File: config.mk
export PLATFORM = sky130hd
export DESIGN_NAME = wsSystolicMm
export DESIGN_NICKNAME = d
export VERILOG_FILES = /design/src/rtl/mmPkg.sv /design/src/rtl/mmPe.sv /design/src/rtl/mmControl.sv /design/src/rtl/mmDatapath.sv /design/src/rtl/wsSystolicMm.sv
export SDC_FILE = /design/constraint.sdc
export NUM_CORES = 2
export LEC_CHECK = 0
export BUFFER_PORTS_ARGS = -buffer_cell sky130_fd_sc_hd__buf_2
export CORE_MARGIN = 3
export CORE_UTILIZATION = 55
export CTS_BUF_LIST = sky130_fd_sc_hd__clkbuf_16
export CTS_CLUSTER_SIZE = 28
export DETAILED_ROUTE_END_ITERATION = 6
export GPL_ROUTABILITY_DRIVEN = 1
export MAX_ROUTING_LAYER = met4
export PLACE_DENSITY = 0.7
export SYNTH_ARGS = -nofsm -noshare
export SYNTH_HDL_FRONTEND = slang
export SYNTH_SLANG_ARGS = --single-unit
File: constraint.sdc
create_clock -name clk -period 15.62 [get_ports clk]
set_clock_uncertainty 0.15 [all_clocks]
set_input_delay 1.562 -clock clk [delete_from_list [all_inputs] [get_ports clk]]
set_output_delay 1.562 -clock clk [all_outputs]
set_load 0.02 [all_outputs]
File: src/rtl/mmPkg.sv
package mmPkg;
  // Strobes from control into the datapath
  typedef struct packed {
    logic shiftW;    // shift a weight column in
    logic streamEn;  // activations may enter the grid
  } mmStrobe_t;
endpackage

File: src/rtl/mmPe.sv
module mmPe #(
  parameter int DATA_W = 8,
  parameter int ACC_W  = 32
) (
  input  logic              clk,
  input  logic              rstN,
  input  logic [DATA_W-1:0] act,
  input  logic [DATA_W-1:0] weight,
  input  logic [ACC_W-1:0]  psumIn,
  output logic [ACC_W-1:0]  psumOut
);
  localparam int PROD_W = 2 * DATA_W;

  logic signed [PROD_W-1:0] prod;
  logic [ACC_W-1:0] prodExt;

  always_comb begin
    prod    = $signed(act) * $signed(weight);
    prodExt = {{(ACC_W-PROD_W){prod[PROD_W-1]}}, prod};
  end

  always_ff @(posedge clk) begin
    if (!rstN) psumOut <= '0;
    else       psumOut <= psumIn + prodExt;
  end
endmodule

File: src/rtl/mmControl.sv
module mmControl
  import mmPkg::*;
#(
  parameter int ROWS = 4,
  parameter int COLS = 4
) (
  input  logic      clk,
  input  logic      rstN,
  input  logic      wLoad,
  input  logic      actValid,
  output mmStrobe_t strb,
  output logic      weightsReady,
  output logic      resValid
);
  localparam int LAT   = ROWS + COLS - 1;
  localparam int CNT_W = $clog2(COLS + 1);

  logic [CNT_W-1:0] loadCnt;
  logic [LAT-1:0]   validPipe;
  logic             feedValid;

  assign weightsReady = (loadCnt == CNT_W'(COLS));

  always_comb begin
    strb.shiftW   = wLoad;
    strb.streamEn = weightsReady && !wLoad;
    feedValid     = actValid && strb.streamEn;
  end

  always_ff @(posedge clk) begin
    if (!rstN) begin
      loadCnt <= '0;
    end else if (wLoad) begin
      loadCnt <= weightsReady ? CNT_W'(1) : loadCnt + CNT_W'(1);
    end
  end

  always_ff @(posedge clk) begin
    if (!rstN) validPipe <= '0;
    else       validPipe <= LAT'({validPipe, feedValid});
  end

  assign resValid = validPipe[LAT-1];
endmodule

File: src/rtl/mmDatapath.sv
module mmDatapath
  import mmPkg::*;
#(
  parameter int ROWS   = 4,
  parameter int COLS   = 4,
  parameter int DATA_W = 8,
  parameter int ACC_W  = 32
) (
  input  logic                   clk,
  input  logic                   rstN,
  input  mmStrobe_t              strb,
  input  logic [ROWS*DATA_W-1:0] wIn,
  input  logic [ROWS*DATA_W-1:0] actIn,
  output logic [COLS*ACC_W-1:0]  resVec
);
  logic [DATA_W-1:0] wReg   [ROWS][COLS];
  logic [DATA_W-1:0] actSrc [ROWS][COLS];
  logic [ACC_W-1:0]  psum   [ROWS+1][COLS];

  for (genvar c = 0; c < COLS; c++) begin : g_top
    assign psum[0][c] = '0;
  end

  for (genvar r = 0; r < ROWS; r++) begin : g_row
    assign actSrc[r][0] = strb.streamEn ? actIn[r*DATA_W +: DATA_W] : '0;

    for (genvar c = 0; c < COLS; c++) begin : g_col
      // weight shift chain along the row
      always_ff @(posedge clk) begin
        if (!rstN) wReg[r][c] <= '0;
        else if (strb.shiftW)
          wReg[r][c] <= (c == 0) ? wIn[r*DATA_W +: DATA_W] : wReg[r][(c == 0) ? 0 : c-1];
      end

      // activation forwarding register to the right neighbour
      if (c < COLS - 1) begin : g_fwd
        always_ff @(posedge clk) begin
          if (!rstN) actSrc[r][c+1] <= '0;
          else       actSrc[r][c+1] <= actSrc[r][c];
        end
      end

      mmPe #(.DATA_W(DATA_W), .ACC_W(ACC_W)) u_pe (
        .clk    (clk),
        .rstN   (rstN),
        .act    (actSrc[r][c]),
        .weight (wReg[r][c]),
        .psumIn (psum[r][c]),
        .psumOut(psum[r+1][c])
      );
    end
  end

  // de-skew: column c waits COLS-1-c cycles
  for (genvar c = 0; c < COLS; c++) begin : g_deskew
    localparam int D = COLS - 1 - c;
    if (D == 0) begin : g_pass
      assign resVec[c*ACC_W +: ACC_W] = psum[ROWS][c];
    end else begin : g_dly
      logic [ACC_W-1:0] sh [D];
      always_ff @(posedge clk) begin
        if (!rstN) begin
          for (int i = 0; i < D; i++) sh[i] <= '0;
        end else begin
          sh[0] <= psum[ROWS][c];
          for (int i = 1; i < D; i++) sh[i] <= sh[i-1];
        end
      end
      assign resVec[c*ACC_W +: ACC_W] = sh[D-1];
    end
  end
endmodule

File: src/rtl/wsSystolicMm.sv
module wsSystolicMm
  import mmPkg::*;
#(
  parameter int ROWS   = 4,
  parameter int COLS   = 4,
  parameter int DATA_W = 8,
  parameter int ACC_W  = 32
) (
  input  logic                   clk,
  input  logic                   rstN,
  input  logic                   wLoad,
  input  logic [ROWS*DATA_W-1:0] wIn,
  input  logic                   actValid,
  input  logic [ROWS*DATA_W-1:0] actIn,
  output logic                   weightsReady,
  output logic                   resValid,
  output logic [COLS*ACC_W-1:0]  resVec
);
  mmStrobe_t strb;

  mmControl #(.ROWS(ROWS), .COLS(COLS)) u_ctrl (
    .clk         (clk),
    .rstN        (rstN),
    .wLoad       (wLoad),
    .actValid    (actValid),
    .strb        (strb),
    .weightsReady(weightsReady),
    .resValid    (resValid)
  );

  mmDatapath #(.ROWS(ROWS), .COLS(COLS), .DATA_W(DATA_W), .ACC_W(ACC_W)) u_dp (
    .clk   (clk),
    .rstN  (rstN),
    .strb  (strb),
    .wIn   (wIn),
    .actIn (actIn),
    .resVec(resVec)
  );
endmodule

# Yosys cells after proc, flatten, opt, wreduce, memory -nomap -nowiden
# Memories as Yosys holds them, arrays and structs flattened.
# Cells that the tools add are included.
# classes
muxes	33
addsub	13
bitwise	21
reduce_logical	4
mul	16
eq_ne	1
# ops
operator	n
$add A32 B32 Y32	8
$mul A8 B8 Y16	16
$mux W32	6
$mux W8	20
$add A16 B16 Y17	4
$reduce_or A32 Y1	1
$or A1 B1 Y1	21
$mux W1	6
$add A3 B1 Y3 const B	1
$eq A3 B3 Y1 const B	1
$mux W3	1
$logic_and A1 B1 Y1	2
$logic_not A1 Y1	1
# word_totals
ramBits	320
register_bits	554
memories	4
out_inout_bits	130
# mem_list
memory	depth	word_bits	rd	rd_ports_with_merged_regs	wr	line	text
u_dp.wReg	4	32	4	0	4	mmDatapath.sv:16	logic [DATA_W-1:0] wReg [ROWS][COLS];
u_dp.g_deskew[0].g_dly.sh	3	32	3	0	3	mmDatapath.sv:60	logic [ACC_W-1:0] sh [D];
u_dp.g_deskew[1].g_dly.sh	2	32	2	0	2	mmDatapath.sv:60	
u_dp.g_deskew[2].g_dly.sh	1	32	1	0	1	mmDatapath.sv:60	

# Longest topological paths before layout
# depth
ltp_word	5
ltp_mapped	35
mapped_depth_nobuf	33

# By module
# A second synthesis with hierarchy kept.
# unflattened
cells_unflattened	10298
area_unflattened_um2	93622.3
# modules_own_cells
mod	instances	area_each_um2	cells_per_inst
mmPe at u_dp.g_row[0].g_col[1].u_pe ...	5	4932.2	571
mmPe at u_dp.g_row[2].g_col[3].u_pe ...	4	5043.6	584
mmPe at u_dp.g_row[1].g_col[2].u_pe ...	4	5031.1	588
mmDatapath	1	13307.8	996
mmPe at u_dp.g_row[3].g_col[3].u_pe	1	5124.9	597
mmPe at u_dp.g_row[0].g_col[0].u_pe	1	4944.7	577
mmPe at u_dp.g_row[2].g_col[2].u_pe	1	4933.5	552
mmControl	1	351.6	33

# Worst setup path before layout
# OpenSTA, ideal clock, no wires.
# synth_path
path_kind	input to register
from	input wLoad
to	register u_dp.g_row[3].g_col[0].u_pe.psumOut[25]
setup_slack_ps	6850
setup_ps	128
t_arrival_ps	8492
path_stages	29
cell_sequence	clkbuf_1 > nor2_1 > clkbuf_1 > clkbuf_1 > clkbuf_1 > nand3_1 > fa_1 > inv_1 > fa_1 > fa_1 > inv_1 > fa_1 > inv_1 > ha_1 > o21ai_0 > nand2b_1 > nand2_1 > o2111ai_1 > o211ai_1 > xnor2_1 > ha_1 > and3_1 > and2_1 > a21oi_1 > o21ai_0 > or2_2 > a41oi_1 > xor2_1 > nor2_1
# synth_between
elab_chain_cells	5
# synth_rtl
element	line	text
start: declaration	wsSystolicMm.sv:11	input logic wLoad,
$logic_not A1 Y1	mmControl.sv:26	strb.streamEn = weightsReady && !wLoad;
$logic_and A1 B1 Y1	mmControl.sv:26	
$mux W8	mmDatapath.sv:25	assign actSrc[r][0] = strb.streamEn ? actIn[r*DATA_W +: DATA_W] : '0;
$mul A8 B8 Y16	mmPe.sv:18	prod = $signed(act) * $signed(weight);
$add A32 B32 Y32	mmPe.sv:24	else psumOut <= psumIn + prodExt;
end signal: assignment	mmPe.sv:24	
end: declaration	mmPe.sv:10	output logic [ACC_W-1:0] psumOut
# Every way passes these cells.
# A chain may end at the register's enable or synchronous reset.

# Worst setup path in the final report
# Same ends and word-level chain as after synthesis.

==> impl_metrics.yaml <==
run_status:
  status: "finished clean"
setup_path:
  crit_arrival_ns: 9.69
  worstSetupStartpoint: "wLoad"
  path_max_fanout: 85
  rr_worst_depth: 32
  critPathSlowestCell: "nor2_4"
  cpPeakStageDelay_ns: 0.77
  cp.required_ns: 16.02
  r2r-start: "u_ctrl.loadCnt[0]"
  r2r_slack_ns: 6.87
  worst_setup_path_end_kind: "flip-flop"
  r2r_end: "u_dp.g_row[3].g_col[0].u_pe.psumOut[25]"
  crit_path_start_kind: "input pin"
  cpMostUsedCell: "a21oi_1"
  worstSetupPathType: "in -> reg"
yosys:
  ys_ff_latch: 814
  syn_nets: 9297
  synthArstFlopShare_pct: 0
  yosys_warnings: 0
  ys.flop_type: "dfxtp_1"
  synth_edf_count: 128
  yosysUniqueCellTypes: 78
  syn-mean-instance-area_um2: 9.670
  syn_inst: 7556
  yosysSeqAreaShare_pct: 24.05
  syn-cell-area_um2: 73070
sta:
  tns_ns: 0
  relSlewSlack_pct: 25.49
  setup_viol: 0
  worst_slack_ns: 6.336
  worst_pin_slew_ns: 1.118
  hold_viol_final: 0
  slew_viol_final: 0
  min_period_ns: 9.284
  fmax_mhz: 107.7
  hold_ws_ns: 0.2661
  grt_setup_unrepaired: "false"
  period_share_pct: 59.44
clock_network:
  path_clk_slew_ns: 0.06
  clk_latency_ns: 0.70
  holdBufCountCts: 0
  h-tree-depth: 3
  ctsLongestPathBuffers: 3
  clockRootBuffer: "clkbuf_16"
  cts_setup_buffers: 0
  cts_resized: 0
  clock_sinks: 814
  cts_tree: "built"
  numCtsBuffers: 92
power:
  power.total_mw: 5.514
  leakage_nw: 38.83
  vdd_ir_drop_max_mv: 0.08434
  p_per_area_nw_per_um2: 70.34
run:
  cap_violations: 0
route:
  drtPass1Iterations: 5
  dr_total_vias: 49480
  viasPerCell: 5.240
  initialDrtViolationCount: 2700
  routed_wl_um: 154500
  post_drt_wl_per_cell_um: 16.36
  drcViolationCount: 0
  ant_nets: 0
finish:
  final_common_cell: "inv_1"
  drive_gt1_share_pct: 5.262
  register_area_um2: 17580
  synthToLayoutAreaGrowth_pct: 7.276
  multi_input_area_um2: 49440
  layout_common_cells: "inv_1, fa_1, and2_1"
  final_nets: 9343
  num-fill-cells: 11240
placement:
  port_buffers: 197
  gp_congestion: 0.9141
  dp_hpwl_um: 122600
  pre_cts_ws_ns: 5.828
global_routing:
  grt.total_usage_pct: 23.81
  grt_max_degree: 127
  antenna_found_initial: 10
  grt.overflow.total: 0
  grt_pass1_wl_um: 258700
  grt_pass1_vias: 51750
floorplanning:
  die_w_um: 370.5
  io_pins: 198
  core_area_um2: 131600
  start_util_pct: 55.51
  fp.dieH_um: 370.5
  rows: 133
  dieArea_um2: 137300
min_path:
  worstHoldStart: "u_dp.g_deskew[1].g_dly.sh[0][14]"
  whs_endpoint: "u_dp.g_deskew[1].g_dly.sh[0][46]"
  hold_class: "reg -> reg"
  holdPathStages: 1
[metal layers]
layer  GRT usage [%]  vias to the layer above  part of all wire [%]
met4           6.869                        0                   2.6
met5               -                        -                     0
li1                -                    23980                     -
met2           38.68                     1006                    47
met1           30.87                    24230                    45
met3           3.905                      256                   5.3
[cell families after synthesis]
logic type	Yosys count	share of synthesized area (%)
AND/OR/NAND/NOR	2309	16.71
adder cells (fa/ha/maj)	1673	38.63
buffers and inverters	1552	8.305
flip-flops	814	24.05
AO/OA/AOI/OAI	789	7.205
XOR/XNOR	401	4.837
multiplexers	18	0.2500
[cells in the mapped netlist (6+ instances only)]
| cell type | n | area share (%) |
|---|---|---|
| and2_1 | 754 | 6.5 |
| o221a_2 | 15 | 0.23 |
| a21o_1 | 143 | 1.5 |
| a211o_1 | 7 | 0.084 |
| dfxtp_1 | 686 | 19 |
| a21boi_0 | 20 | 0.21 |
| nor2_1 | 390 | 2.0 |
| inv_1 | 1291 | 6.6 |
| fa_1 | 972 | 27 |
| nor2b_1 | 35 | 0.30 |
| buf_4 | 64 | 0.66 |
| and3_1 | 321 | 2.7 |
| nand3_1 | 117 | 0.80 |
| a21oi_1 | 227 | 1.6 |
| xor2_1 | 115 | 1.4 |
| ha_1 | 701 | 12 |
| o21ai_0 | 121 | 0.83 |
| edfxtp_1 | 128 | 5.3 |
| o31ai_1 | 7 | 0.072 |
| clkbuf_1 | 189 | 0.97 |
| xnor2_1 | 284 | 3.4 |
| nand4_1 | 16 | 0.14 |
| o21bai_1 | 62 | 0.64 |
| a31oi_1 | 49 | 0.42 |
| nor3b_1 | 15 | 0.15 |
| o41ai_1 | 23 | 0.28 |
| nand2b_1 | 122 | 1.0 |
| nor3_1 | 66 | 0.45 |
| nand2_1 | 429 | 2.2 |
| a41oi_1 | 9 | 0.11 |
| a2111oi_0 | 6 | 0.072 |
| or3_1 | 14 | 0.12 |
| o21a_1 | 12 | 0.12 |
| o2111ai_1 | 7 | 0.084 |
| a211oi_1 | 24 | 0.25 |
| or2_2 | 10 | 0.086 |
| mux2i_1 | 16 | 0.22 |
[where the power goes]
group	total, mW	internal, mW	switching (mW)	leakage, nW
clock network	2.23	1.31	0.924	1.60
logic	0.885	0.356	0.529	30.2
registers	2.40	2.28	0.117	7.00
[metrics by stage]
stage          util [%]  instance area, um^2  cells
6_report          59.55                78390   9441
5_1_grt           59.55                78380   9440
4_1_cts           59.53                78360   9432
3_5_place_dp      57.12                75180   9263
3_3_place_gp      57.12                75180   9263
2_1_floorplan         -                73070   7556
[sequential cells by signal, summed over array words and instances, names as in the netlist]
signal                         count
u_ctrl.validPipe                   7
u_dp.actSrc                       96
u_dp.g_row.g_col.u_pe.psumOut    388
u_ctrl.loadCnt                     3
u_dp.g_deskew.g_dly.sh           192
u_dp.wReg                        128
[final cells by class]
type	count	area share [%]
inverter	1292	6.196
multi-input combinational	5190	63.07
clock inverter	70	0.9003
sequential	814	22.42
tap	1755	2.801
clock buffer	99	3.160
timing repair buffer	212	1.417
antenna	9	0.02873
[worst max-delay path, delay by kind of cell]
kind / cells / cell delay [ns]
AOI/OAI and AO/OA: 12 / 2.53
xor gates and xnor gates: 2 / 0.36
adders and majority gates: 7 / 2.46
buffers and inverters: 4 / 1.07
and+or+nand+nor: 5 / 1.64
[worst max path at each step]
stage                                                          to  slack [ns]  cells after the start
after floorplan           u_dp.g_row[3].g_col[0].u_pe.psumOut[25]        6.85                     29
after global placement    u_dp.g_row[3].g_col[0].u_pe.psumOut[25]        6.00                     30
after detailed placement  u_dp.g_row[3].g_col[0].u_pe.psumOut[25]        5.83                     30
after CTS                 u_dp.g_row[3].g_col[0].u_pe.psumOut[25]        6.56                     30
after global routing      u_dp.g_row[3].g_col[0].u_pe.psumOut[25]        5.76                     30
final                     u_dp.g_row[3].g_col[0].u_pe.psumOut[25]        6.34                     30
(Power assumes the default switching activity.)
